File: config.mk
export PLATFORM = sky130hd
export DESIGN_NAME = bus_break_unit
export DESIGN_NICKNAME = d
export VERILOG_FILES = /design/src/rtl/bbc_pkg.sv /design/src/rtl/bbc_regs.sv /design/src/rtl/bbc_chan.sv /design/src/rtl/bbc_seq.sv /design/src/rtl/bus_break_unit.sv
export SDC_FILE = /design/constraint.sdc
export NUM_CORES = 1
export LEC_CHECK = 0
export BUFFER_PORTS_ARGS = -buffer_cell sky130_fd_sc_hd__clkbuf_2
export CAP_MARGIN = 20
export CORE_MARGIN = 1.5
export CORE_UTILIZATION = 38
export CTS_BUF_LIST = sky130_fd_sc_hd__clkbuf_4
export DETAILED_ROUTE_END_ITERATION = 8
export HOLD_SLACK_MARGIN = 0.08
export PLACE_DENSITY = 0.67
export SYNTH_ARGS = -nofsm -noshare
export SYNTH_HDL_FRONTEND = slang
export SYNTH_HIERARCHICAL = 1
export SYNTH_SLANG_ARGS = --single-unit
File: constraint.sdc
create_clock -name clk -period 2.11 [get_ports clk]
set_input_delay 0.1055 -clock clk [delete_from_list [all_inputs] [get_ports clk]]
set_output_delay 0.1055 -clock clk [all_outputs]
set_load 0.01 [all_outputs]
File: src/rtl/bbc_pkg.sv
package bbc_pkg;

    localparam int DATA_W = 32;
    localparam int BYTE_W = 8;
    localparam int HALF_W = 16;
    localparam int REG_AW = 4;

    // register word indices
    localparam logic [REG_AW-1:0] IDX_A_ADDR = 4'd0;
    localparam logic [REG_AW-1:0] IDX_A_AMSK = 4'd1;
    localparam logic [REG_AW-1:0] IDX_A_QUAL = 4'd2;
    localparam logic [REG_AW-1:0] IDX_B_ADDR = 4'd3;
    localparam logic [REG_AW-1:0] IDX_B_AMSK = 4'd4;
    localparam logic [REG_AW-1:0] IDX_B_DATA = 4'd5;
    localparam logic [REG_AW-1:0] IDX_B_DMSK = 4'd6;
    localparam logic [REG_AW-1:0] IDX_B_QUAL = 4'd7;
    localparam logic [REG_AW-1:0] IDX_MODE   = 4'd8;
    localparam logic [REG_AW-1:0] IDX_FLAGS  = 4'd9;

    // bus access size codes
    localparam logic [1:0] SZ_BYTE = 2'd0;
    localparam logic [1:0] SZ_WORD = 2'd1;
    localparam logic [1:0] SZ_LONG = 2'd2;

    // per-channel bus-cycle qualifier, msb first
    typedef struct packed {
        logic [1:0] size;   // 0 any, else bus size + 1
        logic       wr;
        logic       rd;
        logic       data;
        logic       fetch;
        logic       dma;
        logic       cpu;
    } qual_t;

    typedef enum logic {
        SEQ_IDLE  = 1'b0,
        SEQ_ARMED = 1'b1
    } seq_state_e;

endpackage

File: src/rtl/bbc_regs.sv
module bbc_regs
    import bbc_pkg::*;
#(
    parameter int ADDR_W = 32
) (
    input  logic              clk,
    input  logic              rst_n,
    input  logic              reg_en,
    input  logic              reg_wr,
    input  logic              reg_dma,
    input  logic [REG_AW-1:0] reg_addr,
    input  logic [DATA_W-1:0] reg_wdata,
    input  logic              hit_a,
    input  logic              hit_b,
    output logic [DATA_W-1:0] reg_rdata,
    output logic [ADDR_W-1:0] a_addr,
    output logic [ADDR_W-1:0] a_amsk,
    output qual_t             a_qual,
    output logic [ADDR_W-1:0] b_addr,
    output logic [ADDR_W-1:0] b_amsk,
    output logic [DATA_W-1:0] b_data,
    output logic [DATA_W-1:0] b_dmsk,
    output qual_t             b_qual,
    output logic              seq_mode,
    output logic              mode_wr,
    output logic              flag_a,
    output logic              flag_b
);

    localparam int QUAL_W = $bits(qual_t);

    logic wr_ok;
    logic rd_ok;
    logic flag_wr;

    assign wr_ok   = reg_en & reg_wr & ~reg_dma;
    assign rd_ok   = reg_en & ~reg_wr & ~reg_dma;
    assign mode_wr = wr_ok && (reg_addr == IDX_MODE);
    assign flag_wr = wr_ok && (reg_addr == IDX_FLAGS);

    always_ff @(posedge clk) begin
        if (!rst_n) begin
            a_addr   <= '0;
            a_amsk   <= '0;
            a_qual   <= '0;
            b_addr   <= '0;
            b_amsk   <= '0;
            b_data   <= '0;
            b_dmsk   <= '0;
            b_qual   <= '0;
            seq_mode <= 1'b0;
        end else if (wr_ok) begin
            case (reg_addr)
                IDX_A_ADDR: a_addr   <= reg_wdata[ADDR_W-1:0];
                IDX_A_AMSK: a_amsk   <= reg_wdata[ADDR_W-1:0];
                IDX_A_QUAL: a_qual   <= qual_t'(reg_wdata[QUAL_W-1:0]);
                IDX_B_ADDR: b_addr   <= reg_wdata[ADDR_W-1:0];
                IDX_B_AMSK: b_amsk   <= reg_wdata[ADDR_W-1:0];
                IDX_B_DATA: b_data   <= reg_wdata;
                IDX_B_DMSK: b_dmsk   <= reg_wdata;
                IDX_B_QUAL: b_qual   <= qual_t'(reg_wdata[QUAL_W-1:0]);
                IDX_MODE:   seq_mode <= reg_wdata[0];
                default: ;
            endcase
        end
    end

    // sticky hit flags: a hit wins over a clearing write
    always_ff @(posedge clk) begin
        if (!rst_n) begin
            flag_a <= 1'b0;
            flag_b <= 1'b0;
        end else begin
            flag_a <= hit_a | (flag_a & ~(flag_wr & ~reg_wdata[0]));
            flag_b <= hit_b | (flag_b & ~(flag_wr & ~reg_wdata[1]));
        end
    end

    always_comb begin
        reg_rdata = '0;
        if (rd_ok) begin
            case (reg_addr)
                IDX_A_ADDR: reg_rdata = DATA_W'(a_addr);
                IDX_A_AMSK: reg_rdata = DATA_W'(a_amsk);
                IDX_A_QUAL: reg_rdata = DATA_W'(a_qual);
                IDX_B_ADDR: reg_rdata = DATA_W'(b_addr);
                IDX_B_AMSK: reg_rdata = DATA_W'(b_amsk);
                IDX_B_DATA: reg_rdata = b_data;
                IDX_B_DMSK: reg_rdata = b_dmsk;
                IDX_B_QUAL: reg_rdata = DATA_W'(b_qual);
                IDX_MODE:   reg_rdata = DATA_W'(seq_mode);
                IDX_FLAGS:  reg_rdata = DATA_W'({flag_b, flag_a});
                default:    reg_rdata = '0;
            endcase
        end
    end

endmodule

File: src/rtl/bbc_chan.sv
module bbc_chan
    import bbc_pkg::*;
#(
    parameter int ADDR_W   = 32,
    parameter bit HAS_DATA = 1'b0
) (
    input  logic              bus_valid,
    input  logic [ADDR_W-1:0] bus_addr,
    input  logic [DATA_W-1:0] bus_data,
    input  logic              bus_dma,
    input  logic              bus_ifetch,
    input  logic              bus_write,
    input  logic [1:0]        bus_size,
    input  logic [ADDR_W-1:0] tgt_addr,
    input  logic [ADDR_W-1:0] tgt_amsk,
    input  qual_t             qual,
    input  logic [DATA_W-1:0] tgt_data,
    input  logic [DATA_W-1:0] tgt_dmsk,
    output logic              hit
);

    logic [ADDR_W-1:0] low_ign;
    logic              addr_ok;
    logic              master_ok;
    logic              true_fetch;
    logic              kind_ok;
    logic              dir_ok;
    logic              size_ok;
    logic              data_ok;

    // address bits the access itself covers
    always_comb begin
        unique case (bus_size)
            SZ_LONG: low_ign = ADDR_W'(3);
            SZ_WORD: low_ign = ADDR_W'(1);
            default: low_ign = '0;
        endcase
    end

    assign addr_ok    = ((bus_addr ^ tgt_addr) & ~(tgt_amsk | low_ign)) == '0;
    assign master_ok  = bus_dma ? qual.dma : qual.cpu;
    assign true_fetch = bus_ifetch & ~bus_dma;
    assign kind_ok    = true_fetch ? qual.fetch : qual.data;
    assign dir_ok     = bus_write ? qual.wr : qual.rd;
    assign size_ok    = (qual.size == 2'd0) || (qual.size == (bus_size + 2'd1));

    generate
        if (HAS_DATA) begin : g_data
            logic [DATA_W-1:0] lane;
            logic [DATA_W-1:0] keep;

            always_comb begin
                unique case (bus_size)
                    SZ_BYTE: begin
                        lane = DATA_W'(bus_data[{bus_addr[1:0], 3'b000} +: BYTE_W]);
                        keep = DATA_W'({BYTE_W{1'b1}});
                    end
                    SZ_WORD: begin
                        lane = DATA_W'(bus_data[{bus_addr[1], 4'b0000} +: HALF_W]);
                        keep = DATA_W'({HALF_W{1'b1}});
                    end
                    default: begin
                        lane = bus_data;
                        keep = '1;
                    end
                endcase
            end

            assign data_ok = ((lane ^ tgt_data) & ~tgt_dmsk & keep) == '0;
        end else begin : g_nodata
            logic unused_data;
            assign unused_data = ^{bus_data, tgt_data, tgt_dmsk};
            assign data_ok     = 1'b1;
        end
    endgenerate

    assign hit = bus_valid & addr_ok & master_ok & kind_ok & dir_ok & size_ok & data_ok;

endmodule

File: src/rtl/bbc_seq.sv
module bbc_seq
    import bbc_pkg::*;
(
    input  logic       clk,
    input  logic       rst_n,
    input  logic       seq_mode,
    input  logic       mode_wr,
    input  logic       hit_a,
    input  logic       hit_b,
    output seq_state_e state,
    output logic       brk_irq
);

    seq_state_e state_nx;
    logic       fire;

    always_comb begin
        if (seq_mode)
            fire = (state == SEQ_ARMED) && hit_b;
        else
            fire = hit_a | hit_b;
    end

    always_comb begin
        state_nx = state;
        unique case (state)
            SEQ_IDLE: begin
                if (!mode_wr && seq_mode && hit_a)
                    state_nx = SEQ_ARMED;          // ARM
            end
            SEQ_ARMED: begin
                if (mode_wr)
                    state_nx = SEQ_IDLE;           // DISARM
                else if (hit_b)
                    state_nx = SEQ_IDLE;           // FIRE
            end
            default: state_nx = SEQ_IDLE;
        endcase
    end

    always_ff @(posedge clk) begin
        if (!rst_n)
            state <= SEQ_IDLE;
        else
            state <= state_nx;
    end

    always_ff @(posedge clk) begin
        if (!rst_n)
            brk_irq <= 1'b0;
        else
            brk_irq <= fire;
    end

endmodule

File: src/rtl/bus_break_unit.sv
module bus_break_unit
    import bbc_pkg::*;
#(
    parameter int ADDR_W = 32
) (
    input  logic              clk,
    input  logic              rst_n,
    input  logic              bus_valid,
    input  logic [ADDR_W-1:0] bus_addr,
    input  logic [DATA_W-1:0] bus_data,
    input  logic              bus_dma,
    input  logic              bus_ifetch,
    input  logic              bus_write,
    input  logic [1:0]        bus_size,
    input  logic              reg_en,
    input  logic              reg_wr,
    input  logic              reg_dma,
    input  logic [REG_AW-1:0] reg_addr,
    input  logic [DATA_W-1:0] reg_wdata,
    output logic [DATA_W-1:0] reg_rdata,
    output logic              brk_irq
);

    logic [ADDR_W-1:0] a_addr;
    logic [ADDR_W-1:0] a_amsk;
    qual_t             a_qual;
    logic [ADDR_W-1:0] b_addr;
    logic [ADDR_W-1:0] b_amsk;
    logic [DATA_W-1:0] b_data;
    logic [DATA_W-1:0] b_dmsk;
    qual_t             b_qual;
    logic              seq_mode;
    logic              mode_wr;
    logic              flag_a;
    logic              flag_b;
    logic              hit_a;
    logic              hit_b;
    seq_state_e        st;

    bbc_regs #(.ADDR_W(ADDR_W)) u_regs (
        .clk       (clk),
        .rst_n     (rst_n),
        .reg_en    (reg_en),
        .reg_wr    (reg_wr),
        .reg_dma   (reg_dma),
        .reg_addr  (reg_addr),
        .reg_wdata (reg_wdata),
        .hit_a     (hit_a),
        .hit_b     (hit_b),
        .reg_rdata (reg_rdata),
        .a_addr    (a_addr),
        .a_amsk    (a_amsk),
        .a_qual    (a_qual),
        .b_addr    (b_addr),
        .b_amsk    (b_amsk),
        .b_data    (b_data),
        .b_dmsk    (b_dmsk),
        .b_qual    (b_qual),
        .seq_mode  (seq_mode),
        .mode_wr   (mode_wr),
        .flag_a    (flag_a),
        .flag_b    (flag_b)
    );

    bbc_chan #(.ADDR_W(ADDR_W), .HAS_DATA(1'b0)) u_chan_a (
        .bus_valid  (bus_valid),
        .bus_addr   (bus_addr),
        .bus_data   (bus_data),
        .bus_dma    (bus_dma),
        .bus_ifetch (bus_ifetch),
        .bus_write  (bus_write),
        .bus_size   (bus_size),
        .tgt_addr   (a_addr),
        .tgt_amsk   (a_amsk),
        .qual       (a_qual),
        .tgt_data   ('0),
        .tgt_dmsk   ('0),
        .hit        (hit_a)
    );

    bbc_chan #(.ADDR_W(ADDR_W), .HAS_DATA(1'b1)) u_chan_b (
        .bus_valid  (bus_valid),
        .bus_addr   (bus_addr),
        .bus_data   (bus_data),
        .bus_dma    (bus_dma),
        .bus_ifetch (bus_ifetch),
        .bus_write  (bus_write),
        .bus_size   (bus_size),
        .tgt_addr   (b_addr),
        .tgt_amsk   (b_amsk),
        .qual       (b_qual),
        .tgt_data   (b_data),
        .tgt_dmsk   (b_dmsk),
        .hit        (hit_b)
    );

    bbc_seq u_seq (
        .clk      (clk),
        .rst_n    (rst_n),
        .seq_mode (seq_mode),
        .mode_wr  (mode_wr),
        .hit_a    (hit_a),
        .hit_b    (hit_b),
        .state    (st),
        .brk_irq  (brk_irq)
    );

endmodule

* Yosys cells after proc, flatten, opt, wreduce, memory -nomap -nowiden
Index checks and enable logic that the tools add are counted.
** Operators by class
- Add/subtract/negate cells :: 1
- Equality and inequality tests :: 13
- Shift operators :: 2
- Muxes and demuxes :: 16
- Bitwise logic cells :: 43
- Reduce and logical (&&, ||, !) cells :: 24
** Operators by type and width (count)
- case mux 32 bit (10 select lines) :: 1
- bitwise AND 32 bit :: 4
- case mux 32 bit (2 select lines) :: 2
- zero test 32 bit :: 3
- NOT 32 bit :: 3
- XOR 32 bit :: 3
- two-way mux 32 bit :: 1
- OR 32 x 2 -> 32 bit :: 1
- OR 32 bit :: 1
- variable part select 32 x 6 -> 16 bit :: 1
- variable part select 32 x 6 -> 8 bit :: 1
- bitwise AND 1 bit :: 20
- AND reduction 2 bit :: 9
- equality test 4 x 3 -> 1 bit (second input constant) :: 4
- two-way mux 1 bit :: 10
- equality test 4 x 2 -> 1 bit (second input constant) :: 2
- equality test 4 bit (second input constant) :: 2
- NOT 1 bit :: 8
- zero test 2 bit :: 3
- logical AND 1 bit :: 5
- equality test 2 bit :: 2
- equality test 4 x 1 -> 1 bit (second input constant) :: 1
- zero test 4 bit :: 1
- case mux 2 bit (2 select lines) :: 1
- 7 further kinds :: 10
** Word-level totals
- Register bits :: 213
- Output and inout port bits :: 33
- Word-level logic and storage cells :: 124

* Logic depth before layout (Yosys ltp)
- Depth in word-level cells :: 15
- Depth in mapped cells :: 11
- Depth with buffers taken out :: 10

* Modules after synthesis
Netlist, hierarchy kept.
** By module, submodules not included
- bbc_regs :: instances 1, cells an instance 1133, area an instance 9731.8 µm²
- bbc_chan at u_chan_b :: instances 1, cells an instance 213, area an instance 1592.8 µm²
- bbc_chan at u_chan_a :: instances 1, cells an instance 70, area an instance 529.3 µm²
- bbc_seq :: instances 1, cells an instance 9, area an instance 83.8 µm²
- bus_break_unit :: instances 1, cells an instance 1, area an instance 3.8 µm²

* Worst setup path after synthesis
No wires, ideal clock.
- Kind :: input port to flip-flop
- Start point :: input bus_size[0]
- End point :: register u_seq.state
- Setup time :: 0.116 ns
- Data arrival time :: 2.112 ns
- Required time :: 1.994 ns
- Path slack :: -0.118 ns
- Stages :: 11
- Buffers on the path :: 1
- Cells stage by stage :: inv_1 -> ha_1 -> clkbuf_1 -> o21ai_1 -> o22ai_1 -> o22ai_1 -> mux2i_1 -> o2111ai_1 -> a2111oi_2 -> nand2b_1 -> a21oi_1
** Between the ends
- Longest elaborated chain between the ends :: 15
** RTL lines
- start, declared :: line bus_break_unit.sv:14 : input logic [1:0] bus_size,
- equality test 2 x 1 -> 1 bit or equality test 2 bit (tied branches) :: line bbc_chan.sv:33, bbc_chan.sv:53
- case mux 2 bit (2 select lines) :: line bbc_chan.sv:33 : unique case (bus_size)
- OR 32 x 2 -> 32 bit :: line bbc_chan.sv:40 : assign addr_ok = ((bus_addr ^ tgt_addr) & ~(tgt_amsk | low_ign)) == '0;
- NOT 32 bit :: line bbc_chan.sv:40
- bitwise AND 32 bit :: line bbc_chan.sv:40
- zero test 32 bit :: line bbc_chan.sv:40
- bitwise AND 1 bit (5 in series) :: line bbc_chan.sv:77 : assign hit = bus_valid & addr_ok & master_ok & kind_ok & dir_ok & size_ok & data_ok;
- bitwise AND 1 bit * :: line bbc_chan.sv:77
- via hit_b :: line bus_break_unit.sv:37 : logic hit_b;
- two-way mux 1 bit * :: line bbc_seq.sv:34 : else if (hit_b)
- two-way mux 1 bit * :: line bbc_seq.sv:32 : if (mode_wr)
- case mux 1 bit (2 select lines) * :: line bbc_seq.sv:26 : unique case (state)
- end signal, assigned :: line bbc_seq.sv:45 : state <= state_nx;
- end, declared :: line bbc_seq.sv:10 : output seq_state_e state,
The timed path passes the listed nets; every way through them passes the cells marked *.
A chain may end at the register's enable or synchronous reset.

* Final worst setup path
- Start point :: register u_regs.b_dmsk[15]
- End point :: register u_seq.brk_irq
** Between the ends
- Longest elaborated chain between the ends :: 7
** RTL lines
- start, declared :: line bbc_regs.sv:22 : output logic [DATA_W-1:0] b_dmsk,
- start signal, assigned :: line bbc_regs.sv:60 : IDX_B_DMSK: b_dmsk <= reg_wdata;
- NOT 32 bit * :: line bbc_chan.sv:69 : assign data_ok = ((lane ^ tgt_data) & ~tgt_dmsk & keep) == '0;
- bitwise AND 32 bit * (2 in series) :: line bbc_chan.sv:69
- zero test 32 bit * :: line bbc_chan.sv:69
- bitwise AND 1 bit * :: line bbc_chan.sv:77
- via hit_b :: line bus_break_unit.sv:37
- OR 1 bit or logical AND 1 bit (tied branches) :: line bbc_seq.sv:21, bbc_seq.sv:19
- two-way mux 1 bit * :: line bbc_seq.sv:18 : if (seq_mode)
- end signal, assigned :: line bbc_seq.sv:52 : brk_irq <= fire;
- end, declared :: line bbc_seq.sv:11 : output logic brk_irq
Marked as above.

==> metrics list <==
- The flow ran to the end, but the final reports show violations.
- Violated checks: design-rule violations, negative setup slack
- Worst Hold Path EP: u_regs/b_addr[1]$_SDFFE_PN0P_
* Path depth of the worst reg2reg path: 9
- The worst-case IR drop observed on VDD is roughly 330 µV.
- The startpoint identified for the worst hold timing path is reg_dma.
* Cell leakage power: slightly above 6 nW
* Tightest Hold Check Type: in -> reg
- Detailed routing inserted a total of 12.5k vias.
- Counting every net in the synthesized netlist gives roughly 1.5k.
* Final number of max-transition violations: 0
- Each instance of the synthesized netlist takes up on average between 8 and 9 µm².
- Along the worst hold path, the cell count comes to 6.
- Post-detailed-routing wire length: about 51000 µm
- Endpoint class of the critical path: register
- Remaining design rule violation count: 6
- Number of buffers inserted during clock tree synthesis: 59
- Relative to the synthesized area, the layout overhead comes to 31.9%.
- STA puts the critical path data required time at ~2.7 ns.
* Worst R2R End: u_seq/brk_irq$_SDFF_PN0_
* Arrival @ worst endpoint: 2.96 ns
- The critical path is of the reg -> reg type.
* PnR worst setup slack: -0.219 ns
* Std-Cell Core Area: 30700 µm²
* Fin crit share: 110%
* Core Rows: 64
* Number of levels in the clock H-tree: 2
- After detailed placement, the total cell area comes to 14400 µm².
* Setup crit start kind: register
* Buffer type at the clock tree root: clkbuf_4
- The total overflow left after global routing is 0.
* Height of the die: 180 µm
* Cell area after technology mapping: 11900 µm²
- Vias per std cell: around 5.7
* Largest net degree at the start of global routing: 73
- Rel. slew slack: between 60 and 70%
* Die ar.: 32500 µm²
- The finished cells cover between 15000 and 20000 µm².
- After clock tree synthesis, the clock-pin slew on the worst setup and hold paths is about 0.070 ns.
* IO Count: around 140
* Routability congestion estimate: between 0.9 and 1
- R2R setup slack: -0.22 ns
* Startpoint of the worst setup timing path: u_regs/b_dmsk[15]$_SDFFE_PN0P_
- The first global-routing pass estimated approximately 76000 µm of wire.
- The number of antenna violations at the first check in global routing is 1.
- Net count reported at finish: approximately 1.9k
- Share of cells above drive strength 1: roughly 30%
- Gate count after technology mapping: about 1.4k
- At the pin with the least slew margin, the transition time is 0.582 ns.
* Setup skew after layout: 0.0189 ns
- Launch point of the worst reg-to-reg path: u_regs/b_dmsk[15]$_SDFFE_PN0P_
* Max Cap Violations: 0
- For this run, the total global-route usage over all layers was measured as a little under a third.
- Once detailed placement completed, the half-perimeter wirelength came to approximately 37000 µm.
- Overall power consumption: between 9 and 10 mW
- After the first detailed-routing iteration, the DRC count stood at 1391.
- The final hold violation count is 0.
- Antenna Violating Nets Remaining: 0
- Effective utilization at floorplan: between 30% and 40%
* Clock tree from TritonCTS: yes
- The pre-antenna-repair detailed-routing pass consisted of 7 iterations.
- For this run, the number of Yosys warnings is 6.
* Overall die width: about 180 µm
* Power per unit of standard cell area: 573 nW/µm²
- Setup total negative slack on the finished layout was measured at -0.651 ns.
- Setup repair after global routing could not meet its margin everywhere.
* Max Clk Rate: roughly 430 MHz
* Count of buffers inserted at the top-level ports: ~140
- Via count of the first global-routing pass: about 12k
- At the later pin of the worst-skew pair, clock insertion delay measures just over 0.7 ns.
- Maximum count of clock buffers along a single path: 3
* # clock sinks: ~210
- Total of fill cells in the finished design: ~3k
- Setup violations remaining at the end of the flow were counted as 5.
* Largest driver fanout on the critical path: 5
- Post-detailed-route wirelength per cell: between 20 and 25 µm
- Counting I/O delays and the setup requirement, the final critical path takes about 2.3 ns.
how the worst max path moves through the flow:
stage / endpoint / slack, ns / cells past startpoint
finish: u_seq/brk_irq$_SDFF_PN0_ / -0.22 / 9
global route: u_regs/flag_b$_SDFF_PN0_ / -0.36 / 9
CTS: u_seq/brk_irq$_SDFF_PN0_ / -0.30 / 9
detailed placement: u_seq/brk_irq$_SDFF_PN0_ / -0.47 / 13
global placement: u_regs/flag_b$_SDFF_PN0_ / -0.48 / 13
floorplan: u_seq/state$_SDFF_PN0_ / -0.02 / 11
cell type report:
type	instances	area, µm²	share of cell area [%]
Sequential cell	213	4300	27.3
Tap cell	396	495	3.15
Clock inverter	12	76.3	0.485
Inverter	10	37.5	0.238
Antenna cell	1	2.50	0.0159
Clock buffer	85	638	4.05
Timing Repair Buffer	381	2800	17.8
Multi-Input combinational cell	1097	7410	47.0
routing by layer:
metal	wire length, µm	up-vias	GRT usage, %
li1	-	5687	-
met1	21300	5936	40.8
met2	22600	717	48.2
met3	4400	155	4.63
met4	2700	0	16.6
met5	0	-	0
report_power, final:
part / switching, mW / total [mW] / internal (mW)
logic: 0.694 / 1.23 / 0.531
registers: 0.0159 / 4.05 / 4.04
clock network: 1.80 / 3.74 / 1.94
total: 2.51 / 9.02 / 6.51
critical path: stages, from the launching register on:
cell and delay, ns:
dfxtp_1 0.35, nand2b_1 0.15, o32a_1 0.16, o221ai_1 0.10
nor4b_1 0.36, o221ai_1 0.32, a2111oi_4 0.42, buf_4 0.18
o21bai_1 0.06, a21boi_1 0.16
cell usage in the layout (no fill, tap or decap), drive strengths merged, types with 10 or more instances in the layout:
cell,count
inv,11
dlygate4sd3,36
a21boi,161
mux2,10
mux4,14
a211oi,21
nor2,56
a22oi,24
dfxtp,213
o22ai,50
nand3,15
a21oi,26
a22o,13
buf,215
nand2b,11
mux2i,90
xnor2,87
nor2b,65
clkbuf,215
nand2,331
clkinv,10
o21ai,12
sequential cells by signal (all words and copies together), names as in the netlist:
register         cells
u_seq/brk_irq        1
u_regs/flag_b        1
u_regs/b_data       32
u_seq/state          1
u_regs/b_addr       32
u_regs/a_addr       32
u_regs/b_qual        8
u_regs/flag_a        1
u_regs/seq_mode      1
u_regs/b_amsk       32
u_regs/a_qual        8
u_regs/b_dmsk       32
u_regs/a_amsk       32
through the flow:
stage / hold slack, ns / worst slack (ns) / util, % / cells
after global placement: 0.413 / -0.483 / 46.8 / 2061
after detailed placement: 0.423 / -0.468 / 46.8 / 2061
final: 0.122 / -0.219 / 51.2 / 2195
after floorplan: 0.235 / -0.0196 / - / 1425
after CTS: 0.0891 / -0.300 / 50.8 / 2194
after global routing: 0.130 / -0.359 / 51.2 / 2195
what timing repair did:
| action | in CTS | in global routing |
|---|---|---|
| setup endpoints to repair | 17 | 22 |
| buffers inserted | 1 | 0 |
| gates resized for setup | 42 | 47 |
| endpoints found under the hold margin | 213 | 0 |
| hold buffers | 36 | 0 |
| pin swaps | 17 | 15 |
(Power assumes the default switching activity.)
